===== config.mk =====
export PLATFORM = sky130hd
export DESIGN_NAME = cadc_regif
export DESIGN_NICKNAME = d
export VERILOG_FILES = /design/src/rtl/cadc_pkg.sv /design/src/rtl/cadc_unlock.sv /design/src/rtl/cadc_conv.sv /design/src/rtl/cadc_regif.sv
export SDC_FILE = /design/constraint.sdc
export NUM_CORES = 1
export LEC_CHECK = 0
export BUFFER_PORTS_ARGS = -buffer_cell sky130_fd_sc_hd__buf_4
export CAP_MARGIN = 20
export CORE_AREA = 2 2 152 117
export CTS_CLUSTER_DIAMETER = 30
export DETAILED_ROUTE_END_ITERATION = 6
export DIE_AREA = 0 0 154 119
export PLACE_DENSITY = 0.47
export SLEW_MARGIN = 20
export SYNTH_ARGS = -nofsm -noshare
export SYNTH_HDL_FRONTEND = slang
export SYNTH_SLANG_ARGS = --single-unit
export TNS_END_PERCENT = 50

===== constraint.sdc =====
create_clock -name clk -period 1.9 [get_ports clk]
set_clock_uncertainty 0.15 [all_clocks]
set_input_delay 0.095 -clock clk [delete_from_list [all_inputs] [get_ports clk]]
set_output_delay 0.095 -clock clk [all_outputs]
set_load 0.02 [all_outputs]

===== src/rtl/cadc_pkg.sv =====
package cadc_pkg;
  localparam logic [7:0] A_REV    = 8'h01;
  localparam logic [7:0] A_TYPE   = 8'h04;
  localparam logic [7:0] A_SUBT   = 8'h05;
  localparam logic [7:0] A_STAT   = 8'h08;
  localparam logic [7:0] A_REQ    = 8'h52;
  localparam logic [7:0] A_RES_LO = 8'h60;
  localparam logic [7:0] A_RES_HI = 8'h61;
  localparam logic [7:0] A_KEY    = 8'hD0;
  localparam logic [7:0] A_RSTCTL = 8'hDA;
  localparam logic [7:0] A_TRIM   = 8'hF4;

  localparam logic [7:0] V_REV  = 8'h01;
  localparam logic [7:0] V_TYPE = 8'h08;
  localparam logic [7:0] V_SUBT = 8'h03;
  localparam logic [7:0] KEY_VAL = 8'hA5;

  localparam int RES_W = 16;

  // plain configuration bytes: address and writable-bit mask
  localparam int NUM_CFG = 7;
  localparam int CFG_EN_IDX = 1;
  localparam logic [7:0] CFG_ADDR [NUM_CFG] =
    '{8'h40, 8'h46, 8'h48, 8'h50, 8'h51, 8'h5A, 8'h5B};
  localparam logic [7:0] CFG_MASK [NUM_CFG] =
    '{8'hFF, 8'h80, 8'hFF, 8'hFF, 8'hFF, 8'hFF, 8'h80};
endpackage


===== src/rtl/cadc_unlock.sv =====
module cadc_unlock (
  input  logic clk,
  input  logic rst_n,
  input  logic access,
  input  logic key_hit,
  output logic unlocked
);
  always_ff @(posedge clk or negedge rst_n) begin
    if (!rst_n)       unlocked <= 1'b0;
    else if (key_hit) unlocked <= 1'b1;
    else if (access)  unlocked <= 1'b0;
  end

  // the guard only opens after a key write
  assert_unlock_from_key_R7: assert property (@(posedge clk) disable iff (!rst_n)
    $rose(unlocked) |-> $past(key_hit));
endmodule


===== src/rtl/cadc_conv.sv =====
module cadc_conv #(
  parameter int CONV_CYCLES = 16,
  parameter int RES_W = 16
) (
  input  logic             clk,
  input  logic             rst_n,
  input  logic             start,
  input  logic             abort,
  input  logic [RES_W-1:0] sample,
  output logic             busy,
  output logic             eoc,
  output logic             irq,
  output logic [RES_W-1:0] result
);
  localparam int CNT_W = (CONV_CYCLES > 1) ? $clog2(CONV_CYCLES) : 1;
  localparam logic [CNT_W-1:0] LAST = CNT_W'(CONV_CYCLES - 1);

  logic [CNT_W-1:0] cnt;
  logic             done;

  assign done = busy && (cnt == LAST);

  always_ff @(posedge clk or negedge rst_n) begin
    if (!rst_n) begin
      busy   <= 1'b0;
      eoc    <= 1'b0;
      irq    <= 1'b0;
      cnt    <= '0;
      result <= '0;
    end else begin
      irq <= 1'b0;
      if (abort) begin
        busy <= 1'b0;
        eoc  <= 1'b0;
      end else if (start) begin
        busy <= 1'b1;
        eoc  <= 1'b0;
        cnt  <= '0;
      end else if (done) begin
        busy   <= 1'b0;
        eoc    <= 1'b1;
        irq    <= 1'b1;
        result <= sample;
      end else if (busy) begin
        cnt <= cnt + 1'b1;
      end
    end
  end

  assert_irq_pulse_R5: assert property (@(posedge clk) disable iff (!rst_n)
    irq |=> !irq);
  assert_irq_with_eoc_R3: assert property (@(posedge clk) disable iff (!rst_n)
    irq |-> (eoc && !busy));
  assert_abort_clears_R9: assert property (@(posedge clk) disable iff (!rst_n)
    abort |=> (!busy && !eoc && !irq));
  assert_result_only_on_eoc_R6: assert property (@(posedge clk) disable iff (!rst_n)
    !irq |-> $stable(result));
endmodule


===== src/rtl/cadc_regif.sv =====
module cadc_regif
  import cadc_pkg::*;
#(
  parameter int         CONV_CYCLES = 16,
  parameter logic [7:0] TRIM_VALUE  = 8'h8B
) (
  input  logic        clk,
  input  logic        rst_n,
  input  logic [7:0]  bus_addr,
  input  logic [7:0]  bus_wdata,
  input  logic        bus_we,
  input  logic        bus_re,
  output logic [7:0]  bus_rdata,
  input  logic [15:0] adc_sample,
  output logic        eoc_irq,
  output logic        warm_follow
);
  logic [7:0]       cfg_q [NUM_CFG];
  logic [7:0]       rstctl_q;
  logic [7:0]       hi_shadow_q;
  logic             unlocked;
  logic             conv_busy, conv_eoc, conv_start, conv_abort;
  logic [RES_W-1:0] conv_result;
  logic             en_on;

  assign en_on = cfg_q[CFG_EN_IDX][7];

  genvar gi;
  generate
    for (gi = 0; gi < NUM_CFG; gi++) begin : g_cfg
      always_ff @(posedge clk or negedge rst_n) begin
        if (!rst_n)
          cfg_q[gi] <= '0;
        else if (bus_we && bus_addr == CFG_ADDR[gi])
          cfg_q[gi] <= bus_wdata & CFG_MASK[gi];
      end
    end
  endgenerate

  assign conv_start = bus_we && bus_addr == A_REQ && bus_wdata[7] && en_on;
  assign conv_abort = bus_we && bus_addr == CFG_ADDR[CFG_EN_IDX] && !bus_wdata[7];

  cadc_unlock u_unlock (
    .clk      (clk),
    .rst_n    (rst_n),
    .access   (bus_we || bus_re),
    .key_hit  (bus_we && bus_addr == A_KEY && bus_wdata == KEY_VAL),
    .unlocked (unlocked)
  );

  cadc_conv #(.CONV_CYCLES(CONV_CYCLES), .RES_W(RES_W)) u_conv (
    .clk    (clk),
    .rst_n  (rst_n),
    .start  (conv_start),
    .abort  (conv_abort),
    .sample (adc_sample),
    .busy   (conv_busy),
    .eoc    (conv_eoc),
    .irq    (eoc_irq),
    .result (conv_result)
  );

  always_ff @(posedge clk or negedge rst_n) begin
    if (!rst_n) begin
      rstctl_q    <= '0;
      hi_shadow_q <= '0;
    end else begin
      if (bus_we && bus_addr == A_RSTCTL && unlocked)
        rstctl_q <= bus_wdata;
      if (bus_re && bus_addr == A_RES_LO)
        hi_shadow_q <= conv_result[15:8];
    end
  end

  assign warm_follow = rstctl_q[2];

  always_comb begin
    bus_rdata = '0;
    case (bus_addr)
      A_REV:    bus_rdata = V_REV;
      A_TYPE:   bus_rdata = V_TYPE;
      A_SUBT:   bus_rdata = V_SUBT;
      A_STAT:   bus_rdata = {6'b0, conv_busy, conv_eoc};
      A_REQ:    bus_rdata = {conv_busy, 7'b0};
      A_RES_LO: bus_rdata = conv_result[7:0];
      A_RES_HI: bus_rdata = hi_shadow_q;
      A_RSTCTL: bus_rdata = rstctl_q;
      A_TRIM:   bus_rdata = TRIM_VALUE;
      default: begin
        for (int i = 0; i < NUM_CFG; i++)
          if (bus_addr == CFG_ADDR[i]) bus_rdata = cfg_q[i];
      end
    endcase
  end

  assert_req_ignored_R4: assert property (@(posedge clk) disable iff (!rst_n)
    (bus_we && bus_addr == A_REQ && !en_on) |=> !conv_busy);
  assert_locked_write_R8: assert property (@(posedge clk) disable iff (!rst_n)
    (bus_we && bus_addr == A_RSTCTL && !unlocked) |=> $stable(rstctl_q));
endmodule


== After elaboration in Yosys (flattened, before gate mapping) ==
Index checks and enable logic that the tools add are counted.

* Flip-flop bits (word level): 82
* Input bits: 36
* Output and inout bits: 10

* Add/subtract/negate cells: 1
* Eq/ne operators: 20
* Multiplexer cells: 22
* Bitwise operators: 2
* Reductions and logical operators: 24

{| class="wikitable"
|+ Operator list
! operator !! number
|-
| $eq A8 B7 Y1 const B || 10
|-
| $pmux W8 S9 || 1
|-
| $mux W8 || 7
|-
| $eq A8 B8 Y1 const B || 4
|-
| $logic_and A1 B1 Y1 || 17
|-
| $eq A8 B3 Y1 const B || 2
|-
| $mux W4 || 3
|-
| $mux W1 || 11
|-
| $eq A8 B1 Y1 const B || 1
|-
| $eq A8 B4 Y1 const B || 1
|-
| $reduce_and A3 Y1 || 2
|-
| $add A4 B1 Y4 const B || 1
|-
| $eq A4 B4 Y1 const B || 1
|-
| $reduce_bool A2 Y1 || 2
|-
| $reduce_bool A3 Y1 || 1
|-
| $ne A2 B2 Y1 const B || 1
|-
| $not A1 Y1 || 2
|-
| $logic_not A1 Y1 || 1
|-
| $logic_or A1 B1 Y1 || 1
|}

== Depth between registers and ports, before layout ==
* Depth after elaboration: 9
* Depth in mapped cells: 7
* Gate-level depth less buffers: 5

== Modules after synthesis ==
A second synthesis with hierarchy kept.

* Cells, all modules: 326
* Area, all modules: 4120.2 um2

{| class="wikitable"
|+ By module, submodules not included
! module !! instances !! cells each !! area an instance (um2) !! seq. area each (um2)
|-
| cadc_regif || 1 || 255 || 3098.0 || 1451.4
|-
| cadc_conv || 1 || 68 || 985.9 || 575.6
|-
| cadc_unlock || 1 || 3 || 36.3 || 25.0
|}

== Worst setup path after synthesis ==
OpenSTA, ideal clock, no wires.

* Path kind: input port to flip-flop
* Start point: in bus_addr[0]
* End point: reg rstctl_q[0]
* Library setup time: 125 ps
* Data arrival time: 1631 ps
* Path slack: -6 ps
* Cell stages on the path: 7
* Path buffers: 3
* Cells stage by stage: buf_6 nand2b_1 clkbuf_2 nor3_2 and3_1 buf_2 mux2_2

* Cells in the longest elaborated chain, start to end: 3

{| class="wikitable"
|+ RTL lines
! element !! line !! RTL
|-
| start: declaration || cadc_regif.sv:9 || <nowiki>input logic [7:0] bus_addr,</nowiki>
|-
| $eq A8 B8 Y1 || cadc_regif.sv:68 || <nowiki>if (bus_we && bus_addr == A_RSTCTL && unlocked)</nowiki>
|-
| $logic_and A1 B1 Y1 (2 in series) || cadc_regif.sv:68 ||
|-
| end signal: assignment || cadc_regif.sv:69 || <nowiki>rstctl_q <= bus_wdata;</nowiki>
|-
| end: declaration || cadc_regif.sv:19 || <nowiki>logic [7:0] rstctl_q;</nowiki>
|}

Every way passes these cells.
A chain may end at the register's enable or synchronous reset.

== Worst setup path after layout ==
* Start point: reg cfg_q[55] in the netlist's numbering
* End point: out bus_rdata[7]

* Cells in the longest elaborated chain, start to end: 8

{| class="wikitable"
|+ RTL lines
! element !! line !! RTL
|-
| start: declaration || cadc_regif.sv:18 || <nowiki>logic [7:0] cfg_q [NUM_CFG];</nowiki>
|-
| start signal: indexed assignment || cadc_regif.sv:35 || <nowiki>cfg_q[gi] <= bus_wdata & CFG_MASK[gi];</nowiki>
|-
| $mux W8 (7 in series) || cadc_regif.sv:91 || <nowiki>if (bus_addr == CFG_ADDR[i]) bus_rdata = cfg_q[i];</nowiki>
|-
| $pmux W8 S9 || cadc_regif.sv:79 || <nowiki>case (bus_addr)</nowiki>
|-
| end: declaration || cadc_regif.sv:13 || <nowiki>output logic [7:0] bus_rdata,</nowiki>
|}

Every way passes these cells.

==> metrics.md <==
| Metric | Value |
|---|---|
| Status | complete, but fails checks |
| Violated checks | negative setup slack |
| Clock Sinks | 82 |
| Synth Instances | 336 |
| DIE HEIGHT | around 120 µm |
| Post-Syn Nets | approximately 370 |
| Die width | roughly 150 µm |
| Syn avg cell area | 12.4 µm² |
| Die Footprint | 0.0183 mm² |
| Vias in the first global route | 3463 |
| Worst Tran Pin Value | 0.645 ns |
| Top cell type's share of synthesized area | 0.494 |
| Worst EP required | 1.65 ns |
| Iter 0 DRT Violations | 196 |
| Crit end category | primary output |
| Initial antenna violation count | 0 |
| RePlAce Congestion | 0.877 |
| Fmax | 520 MHz |
| GRT Total Usage | 0.136 |
| DR vias | approximately 3300 |
| Synthesized flop and latch total | 82 |
| Setup crit start | cfg_q[55]$_DFFE_PN0P_ |
| EDFF count, synth | 0 |
| Synth area leader | dfrtp_1 |
| Clock period minus final worst setup slack | 1.92 ns |
| Row count | 42 |
| Placed Cells | 648 |
| Gate power share | 0.111 |
| Hold slack | 0.0488 ns |
| Worst Min Path Start | bus_wdata[7] |
| Slew margin rel. | 0.564 |
| Max Cap Viol | 0 |
| Via-to-Cell Ratio | 4.73 |
| Routed WL | 11.7 mm |
| Routed WL per cell | ~17 µm |
| Hold Vio Cnt, Final | 0 |
| Final Non-Filler Cells | roughly 700 |
| Residual DRC | 0 |
| I/O Buffers | 45 |
| Net Switching | roughly 1 mW |
| Sequential share of the synthesized area | 0.494 |
| Synth Flop Type | dfrtp_1 |
| Max IR drop VDD | 0.000427 V |
| Tcrit/Tclk final | 1.01 |
| Final instance area | 0.00596 mm² |
| Dpl hpwl | about 8.8 mm |
| WP data arrival | 1.68 ns |
| Hold crit path type | primary input to flop |
| TritonCTS clock tree | done |
| CTS Buf Count | 9 |
| Sequential fraction of design power | 0.452 |
| Starting Density | 0.243 |
| Clock root buffer | clkbuf_16 |
| Critical path startpoint category | flop |
| Drt first pass iters | 4 |
| Largest net degree at the start of global routing | 42 |
| Power Dens Cells | 688 mW/mm² |
| Cell internal pwr | 3.10 mW |
| Unique cell type count in the Yosys netlist | 58 |
| N_diodes | 0 |
| Critical R2R Launch | u_conv.cnt[0]$_DFFE_PN0P_ |
| RSZ-0062 raised after global routing | yes |
| Area contributors post-synth | dfrtp_1 (49%), mux2_2 (18%), mux2_4 (3.3%) |
| Worst-path maximum fanout | 2 |
| CTS HTree Levels | 3 |
| Share of layout cells above drive strength 1 | 0.500 |
| Area delta synth->final | 43.5% |
| Leakage | 2.79 nW |
| Synthesized cell area | 0.00415 mm² |
| Final nets | 510 |
| Critical path class | flop to primary output |
| Yosys warns | 0 |
| CORE AREA | 0.0171 mm² |
| Post-synth ARST share | 1.00 |
| Worst skew pair latency | ~0.34 ns |
| Clock network power share | 0.437 |
| # IOs | 46 |
| Switching part of the total | 0.245 |
| Endpoints failing setup | 2 |
| Detail Route Antenna Nets | 0 |
| First-pass GRT wire length | 19.2 mm |
| Final WS setup | -0.0242 ns |
| Placed cell area | 0.00521 mm² |
| Pins over their slew limit | 0 |
| Remaining global-route overflow | 0 |
| Reg clk slew, reported paths | roughly 0.07 ns |
| CTS Buffer Depth | 2 |
layout make-up:
cell class	instances	area (µm²)
Timing Repair Buffer	143	1240
Clock buffer	9	225
Inverter	6	22.5
Tap cell	220	275
Multi-Input combinational cell	231	2070
Clock inverter	7	76.3
Fill cell	1676	11100
Sequential cell	82	2050
logic make-up (layout without fill, tap and decap cells):
logic type	Yosys count	count (layout)	share of synthesized area
multiplexers	86	86	0.238
AND/OR/NAND/NOR	93	93	0.145
AO/OA/AOI/OAI	50	50	0.0901
adder cells (fa/ha/maj)	1	1	0.00301
flip-flops	82	82	0.494
buffers and inverters	23	165	0.0280
XOR/XNOR	1	1	0.00211
Yosys cell counts, types with 4 or more instances:
library cell,count
a21oi_1,6
a22o_1,4
a31oi_1,5
clkbuf_1,7
dfrtp_1,82
inv_1,6
mux2_2,66
mux2_4,9
mux2i_1,11
nand2_1,17
nand2b_1,6
nand3_1,8
nand4_1,11
nor2_1,18
nor2b_1,4
o21ai_0,6
routing by layer:
| layer | global-route usage | up-vias | part of all wire |
|---|---|---|---|
| met3 | 0.0313 | 10 | 0.052 |
| li1 | - | 1545 | - |
| met2 | 0.199 | 81 | 0.43 |
| met4 | 0.0315 | 0 | 0.010 |
| met5 | 0 | - | 0 |
| met1 | 0.202 | 1666 | 0.51 |
cell usage in the layout, fill, tap and decap left out, drive strengths merged, types with 2 or more instances in the layout:
master,n
buf,118
dfrtp,82
mux2,75
dlygate4sd3,25
nor2,19
nand2,19
nand4,11
mux2i,11
clkbuf,9
inv,9
nand3,8
a21oi,7
o21ai,6
nand2b,6
a31oi,5
nor3,5
nor2b,4
a22o,4
nor4,4
o22a,3
o22ai,3
a221oi,3
or3,3
nor4b,2
a222oi,2
a32oi,2
a2111oi,2
a21o,2
o221ai,2
nor4bb,2
clkinv,2
and3,2
nand4b,2
o32ai,2
a211oi,2
worst max-delay path: stages (launching register included):
cell,delay [ns]
dfrtp_1,0.35
nor2_1,0.06
o32ai_2,0.20
a31oi_1,0.11
o22a_1,0.22
mux2i_2,0.22
buf_4,0.19
state kept, by name, summed over array words and instances (netlist names):
name               flops
u_unlock.unlocked      1
u_conv.result         16
cfg_q                 42
u_conv.busy            1
hi_shadow_q            8
u_conv.cnt             4
u_conv.eoc             1
u_conv.irq             1
rstctl_q               8
per-stage QoR:
stage          TNS, ns  worst slack (ns)  power (mW)  utilization
2_1_floorplan        0           0.00586        2.05            -
3_3_place_gp     -6.23            -0.271        2.27        0.305
3_5_place_dp     -6.63            -0.304        2.28        0.305
4_1_cts        -0.0706           -0.0425        4.16        0.342
5_1_grt         -0.423           -0.0980        4.30        0.349
6_report       -0.0466           -0.0242        4.10        0.349
power groups by stage:
stage | Clock, mW | Sequential, mW | Combinational [mW]
after floorplan | 0 | 1.87 | 0.182
after detailed placement | 0 | 1.89 | 0.396
final | 1.79 | 1.85 | 0.455
after global placement | 0 | 1.88 | 0.389
after global routing | 1.94 | 1.86 | 0.496
after CTS | 1.87 | 1.85 | 0.445
repair_timing:
action,in CTS,in global routing
hold buffers,25,0
endpoints found under the hold margin,141,0
resized for setup,12,18
setup buffers,2,8
pin swaps,12,11
setup endpoints to repair,25,9
path summary, 6_finish.rpt:
path / end / slack (ns) / cells after the start
setup / recovery: bus_rdata[7] / -0.02 / 6
hold / removal: cfg_q[47]$_DFFE_PN0N_ / 0.05 / 3
setup reg to reg: u_conv.cnt[3]$_DFFE_PN0P_ / 0.07 / 6
hold reg to reg: hi_shadow_q[7]$_DFFE_PN0P_ / 0.35 / 1
max in group asynchronous: rstctl_q[3]$_DFFE_PN0P_ / 0.96 / 3
min in group asynchronous: cfg_q[7]$_DFFE_PN0P_ / 0.07 / 2
No activity file was read; power rests on OpenSTA's default activity.
